File: src/rtl/clb_pkg.sv
package clb_pkg;

    localparam int CLB_LUT_K = 4;
    localparam int CLB_H_K   = 3;
    localparam int SEL_W     = 2;
    localparam int NUM_SEL   = 4;
    localparam int NUM_FF    = 2;

    typedef enum logic [SEL_W-1:0] {
        SRC_F     = 2'd0,
        SRC_G     = 2'd1,
        SRC_H     = 2'd2,
        SRC_H_ALT = 2'd3
    } src_e;

    // order inside the chain tail: x, y, xq, yq (x is most significant)
    typedef struct packed {
        src_e x_sel;
        src_e y_sel;
        src_e xq_src;
        src_e yq_src;
    } sel_cfg_t;

    function automatic logic pick_src(input src_e s, input logic f_v,
                                      input logic g_v, input logic h_v);
        logic r;
        case (s)
            SRC_F:   r = f_v;
            SRC_G:   r = g_v;
            default: r = h_v;
        endcase
        return r;
    endfunction

endpackage

File: src/rtl/clb_cfg_chain.sv
module clb_cfg_chain #(
    parameter int WIDTH = 48
) (
    input  logic             clk,
    input  logic             rst_n,
    input  logic             shift_en,
    input  logic             din,
    output logic             dout,
    output logic [WIDTH-1:0] cfg
);

    typedef struct packed {
        logic [WIDTH-1:0] bits;
    } chain_t;

    chain_t chain_d, chain_q;

    always_comb begin
        chain_d = chain_q;
        if (shift_en) begin
            chain_d.bits = {chain_q.bits[WIDTH-2:0], din};
        end
    end

    always_ff @(posedge clk or negedge rst_n) begin
        if (!rst_n) begin
            chain_q <= '0;
        end else begin
            chain_q <= chain_d;
        end
    end

    assign cfg  = chain_q.bits;
    assign dout = chain_q.bits[WIDTH-1];

    // a shift lands the input bit at the chain entry
    assert_shift_entry_R2: assert property (@(posedge clk) disable iff (!rst_n)
        shift_en |=> (chain_q.bits[0] == $past(din)));

    // configuration is frozen when not shifting
    assert_cfg_frozen_R9: assert property (@(posedge clk) disable iff (!rst_n)
        !shift_en |=> $stable(chain_q.bits));

endmodule

File: src/rtl/clb_lut.sv
module clb_lut #(
    parameter int K = 4,
    localparam int ENTRIES = 1 << K
) (
    input  logic [ENTRIES-1:0] tab_bits,
    input  logic [K-1:0]       idx,
    output logic               out
);

    always_comb begin
        out = tab_bits[idx];
    end

endmodule

File: src/rtl/clb_ff.sv
module clb_ff
    import clb_pkg::*;
(
    input  logic clk,
    input  logic rst_n,
    input  logic hold,
    input  logic ce,
    input  logic sr,
    input  src_e src,
    input  logic f_val,
    input  logic g_val,
    input  logic h_val,
    output logic q
);

    logic q_d, q_q;

    always_comb begin
        q_d = q_q;
        if (!hold) begin
            if (sr) begin
                q_d = 1'b0;
            end else if (ce) begin
                q_d = pick_src(src, f_val, g_val, h_val);
            end
        end
    end

    always_ff @(posedge clk or negedge rst_n) begin
        if (!rst_n) begin
            q_q <= 1'b0;
        end else begin
            q_q <= q_d;
        end
    end

    assign q = q_q;

    // loading the chain freezes the register
    assert_hold_in_load_R9: assert property (@(posedge clk) disable iff (!rst_n)
        hold |=> $stable(q_q));

    // clear wins over the enable
    assert_sr_clears_R8: assert property (@(posedge clk) disable iff (!rst_n)
        (!hold && sr) |=> !q_q);

    // enable low keeps the value
    assert_ce_hold_R7: assert property (@(posedge clk) disable iff (!rst_n)
        (!hold && !sr && !ce) |=> $stable(q_q));

endmodule

File: src/rtl/clb_cell.sv
module clb_cell
    import clb_pkg::*;
#(
    parameter int LUT_K = CLB_LUT_K
) (
    input  logic             clk,
    input  logic             rst_n,
    input  logic             cfg_en,
    input  logic             cfg_din,
    output logic             cfg_dout,
    input  logic [LUT_K-1:0] f_in,
    input  logic [LUT_K-1:0] g_in,
    input  logic             h1_in,
    input  logic             ce,
    input  logic             sr,
    output logic             x_out,
    output logic             y_out,
    output logic             xq_out,
    output logic             yq_out
);

    localparam int TAB_W    = 1 << LUT_K;
    localparam int H_W      = 1 << CLB_H_K;
    localparam int SEL_BITS = NUM_SEL * SEL_W;
    localparam int CFG_W    = 2 * TAB_W + H_W + SEL_BITS;

    logic [CFG_W-1:0] cfg_bits;
    logic [TAB_W-1:0] lvl1_tab [2];
    logic [LUT_K-1:0] lvl1_idx [2];
    logic             lvl1_res [2];
    logic [H_W-1:0]   h_tab;
    logic             h_res;
    sel_cfg_t         sel;
    src_e             ff_src   [NUM_FF];
    logic             ff_q     [NUM_FF];

    clb_cfg_chain #(.WIDTH(CFG_W)) u_chain (
        .clk      (clk),
        .rst_n    (rst_n),
        .shift_en (cfg_en),
        .din      (cfg_din),
        .dout     (cfg_dout),
        .cfg      (cfg_bits)
    );

    // field layout follows the load order: F, G, H, selects
    assign lvl1_tab[0] = cfg_bits[CFG_W-1 -: TAB_W];
    assign lvl1_tab[1] = cfg_bits[CFG_W-1-TAB_W -: TAB_W];
    assign h_tab       = cfg_bits[SEL_BITS +: H_W];
    assign sel         = sel_cfg_t'(cfg_bits[SEL_BITS-1:0]);

    assign lvl1_idx[0] = f_in;
    assign lvl1_idx[1] = g_in;

    for (genvar i = 0; i < 2; i++) begin : g_lvl1
        clb_lut #(.K(LUT_K)) u_lut (
            .tab_bits (lvl1_tab[i]),
            .idx      (lvl1_idx[i]),
            .out      (lvl1_res[i])
        );
    end

    clb_lut #(.K(CLB_H_K)) u_lut_h (
        .tab_bits (h_tab),
        .idx      ({h1_in, lvl1_res[1], lvl1_res[0]}),
        .out      (h_res)
    );

    always_comb begin
        x_out = pick_src(sel.x_sel, lvl1_res[0], lvl1_res[1], h_res);
        y_out = pick_src(sel.y_sel, lvl1_res[0], lvl1_res[1], h_res);
    end

    assign ff_src[0] = sel.xq_src;
    assign ff_src[1] = sel.yq_src;

    for (genvar j = 0; j < NUM_FF; j++) begin : g_ff
        clb_ff u_ff (
            .clk   (clk),
            .rst_n (rst_n),
            .hold  (cfg_en),
            .ce    (ce),
            .sr    (sr),
            .src   (ff_src[j]),
            .f_val (lvl1_res[0]),
            .g_val (lvl1_res[1]),
            .h_val (h_res),
            .q     (ff_q[j])
        );
    end

    assign xq_out = ff_q[0];
    assign yq_out = ff_q[1];

    // with a stable config, the register follows the combinational output of the same select
    assert_reg_tracks_comb_R6: assert property (@(posedge clk) disable iff (!rst_n)
        (!cfg_en && !sr && ce && sel.xq_src == sel.x_sel) |=> (xq_out == $past(x_out)));

endmodule

File: config.mk
export PLATFORM = sky130hd
export DESIGN_NAME = clb_cell
export DESIGN_NICKNAME = d
export VERILOG_FILES = /design/src/rtl/clb_pkg.sv /design/src/rtl/clb_cfg_chain.sv /design/src/rtl/clb_lut.sv /design/src/rtl/clb_ff.sv /design/src/rtl/clb_cell.sv
export SDC_FILE = /design/constraint.sdc
export NUM_CORES = 1
export LEC_CHECK = 0
export BUFFER_PORTS_ARGS = -buffer_cell sky130_fd_sc_hd__buf_2
export CORE_UTILIZATION = 50
export DETAILED_ROUTE_END_ITERATION = 12
export PLACE_DENSITY = 0.68
export SLEW_MARGIN = 0
export SYNTH_ARGS = -nofsm -noshare
export SYNTH_HDL_FRONTEND = slang
export SYNTH_SLANG_ARGS = --single-unit
File: constraint.sdc
create_clock -name clk -period 3.85 [get_ports clk]
set_clock_uncertainty 0.15 [all_clocks]
set_input_delay 0.77 -clock clk [delete_from_list [all_inputs] [get_ports clk]]
set_output_delay 0.77 -clock clk [all_outputs]
set_load 0.005 [all_outputs]
==> flow_summary_export.csv <==
group,metric,value,unit
status,status,"finished, violations left",
status,violations,"setup timing",
route,vias,1651,
placement,dp_cells,275,
clocking,hold_buffers,0,
sta,fmax,257,MHz
layout,instances_no_fill,284,
placement,io_buffers,19,
die,dieArea,5330,µm²
sta,setup_viol,2,
clocking,root_buffer,"clkbuf_8",
synthesis,synth-seq-cells,50,
synthesis,yosys.area.top_type,"dfrtp_1",
synthesis,synth_xor_area_frac,0,
die,rows,25,
synthesis,synth_commonest_cells,"50 x dfrtp_1, 47 x mux2_2, 12 x nand2_1, 11 x mux2i_1, 10 x a211oi_1",
worst_setup_path,crit_fanout,6,
die,die_w,73.0,µm
worst_setup_path,r2r_end,"g_ff[1].u_ff.q",
synthesis,avgSynthCellArea,13.6,µm²
synthesis,yosysMostFrequentCell,"dfrtp_1",
synthesis,netlist_area,2520,µm²
placement,hpwl,3520,µm
clocking,cts_buffer_depth,2,
die,die_h,73.0,µm
sta,setup_tns,-67.0,ps
synthesis,synth.area.top_cells,"dfrtp_1 50%, mux2_2 21%, mux4_2 4.5%",
worst_setup_path,ff2ff_setup_slack,930,ps
synthesis,yosysTopAreaCellShare,0.496,
worst_setup_path,critPathArrivalTime,2970,ps
sta,rsz0062_at_grt,"yes",
placement,dpl_worst_slack,-111,ps
placement,gp_congestion,1.02,
placement,place_area,2750,µm²
synthesis,syn_inst,186,
layout,fin_util,0.610,
synthesis,synth-compound-area-share,0.0898,
clocking,htree_levels,2,
grt,grt_use_total,0.211,
worst_setup_path,startpoint_type,"input port",
grt,grt_first_pass_wirelength,8450,µm
worst_setup_path,r2r_start,"u_chain.cfg[23]",
worst_setup_path,r2r_cells,8,
layout,final_area,2920,µm²
route,drtAntennaViolNets,0,
clocking,clk_latency,290,ps
sta,setup_ws,-36.8,ps
job,cap_violations,0,
synthesis,synth_top_flop_cell,"dfrtp_1",
sta,hold_ws,236,ps
power_and_ir_drop,powerDensity,593,nW/µm²
hold_path,holdCritPathClass,"in2async",
layout,register_area,1250,µm²
layout,nFillCells,386,
clocking,tritoncts,"yes",
route,vias_per_cell,5.81,
power_and_ir_drop,power,1.73,mW
synthesis,synth_nets,201,
layout,num_antenna_cells,0,
sta,hold_viol,0,
layout,drive_gt1_frac,0.493,
layout,multi_input_area,1270,µm²
worst_setup_path,setup.worst_path.class,"in2out",
route,dr.pass1.iters,4,
sta,post-route-min-period,3890,ps
sta,drv_slew,0,
route,drc,0,
clocking,clk_pin_slew_worst_paths,90,ps
clocking,cts_buffers,5,
sta,worstMarginPinSlew,528,ps
die,io_pins,20,
grt,overflow,0,
grt,grt_pass1_vias,1738,
sta,slew_headroom,0.647,
worst_setup_path,endpoint_kind,"output port",
grt,grt_max_degree,37,
synthesis,synth_cell_types,32,
synthesis,yosysWarnings,0,
synthesis,ys_seq_area_frac,0.496,
synthesis,synth_fa_ha_area_frac,0,
clocking,cts_sinks,50,
grt,grt_antenna_before_repair,0,
synthesis,synth_mux_area_frac,0.344,
route,drtIter0Drc,105,
synthesis,yosys.area_share.simple,0.0501,
worst_setup_path,required,2930,ps
die,core,4790,µm²
layout,area_delta_synth_final,15.7,%
synthesis,synth-edff-count,0,
synthesis,synth_top_family_by_area,"multiplexers",
synthesis,ys_async_sr_fraction,1.00,
route,wire_per_inst,17.6,µm
route,routed_wl,5010,µm
layout,nets,232,
power_and_ir_drop,leakagePower,1.33,nW
sta,fin_crit_sh,1.01,
power_and_ir_drop,vdd_ir_drop_max,0.354,mV
die,start_util,0.527,
-- power breakdown --
part           total (mW)  leakage (nW)  internal, mW  switching, mW
clock network       0.282        0.0373         0.125          0.157
logic               0.609         0.640         0.353          0.255
registers           0.841         0.656         0.681          0.159
total                1.73          1.33          1.16          0.572
-- cells in the final DEF, fill, tap and decap left out, types with 2 or more instances in the layout --
master / synthesis / layout
a211oi_1: 10 / 6
a211oi_2: 2 / 5
buf_2: 0 / 18
buf_4: 0 / 10
buf_6: 1 / 3
clkbuf_8: 0 / 5
dfrtp_1: 50 / 50
inv_1: 3 / 3
mux2_2: 47 / 47
mux2i_1: 11 / 10
mux4_2: 5 / 9
nand2_1: 12 / 12
nand3_1: 2 / 2
nor2_1: 3 / 3
nor3_1: 4 / 3
nor4_1: 2 / 2
o211ai_1: 2 / 2
o21ai_0: 5 / 5
o21bai_1: 3 / 3
-- how the worst max path moves through the flow --
stage	from	end	depth (start not counted)
after floorplan	g_in[1]	x_out	7
after global placement	g_in[1]	x_out	8
after detailed placement	g_in[1]	x_out	8
after CTS	g_in[1]	x_out	8
after global routing	g_in[1]	x_out	9
final	g_in[1]	x_out	9
-- final cells by class --
class / instances / area share
clock inverter: 1 / 0.00257
timing repair buffer: 32 / 0.0750
clock buffer: 6 / 0.0249
sequential: 50 / 0.429
tap: 67 / 0.0287
inverter: 3 / 0.00386
multi-input combinational: 125 / 0.436
-- cells by family after synthesis --
logic type      Yosys count
buf+inv                  11
compound gates           30
simple gates             27
flops                    50
mux                      68
-- state kept, by name, indices dropped and copies added (netlist names) --
signal	cells
u_chain.cfg	48
g_ff.u_ff.q	2
-- layer usage --
layer / global-route usage / vias to the layer above / wire length (µm)
met4: 0.0610 / 0 / 27
met2: 0.330 / 20 / 2520
li1: - / 769 / -
met5: 0 / - / 0
met1: 0.294 / 858 / 2350
met3: 0.0497 / 4 / 117
-- timing repair --
| action | in CTS | in global routing |
|---|---|---|
| pin swaps | 2 | 5 |
| gates resized for setup | 9 | 13 |
| endpoints found under the setup margin | 2 | 2 |
| buffers inserted | 0 | 2 |
-- worst max-delay path: stages --
cell	delay, ps
buf_12	90
mux4_2	500
mux4_2	620
buf_6	180
mux2i_2	150
o22ai_2	210
nor3_4	70
a211oi_2	220
buf_2	160
(Power assumes the default switching activity.)
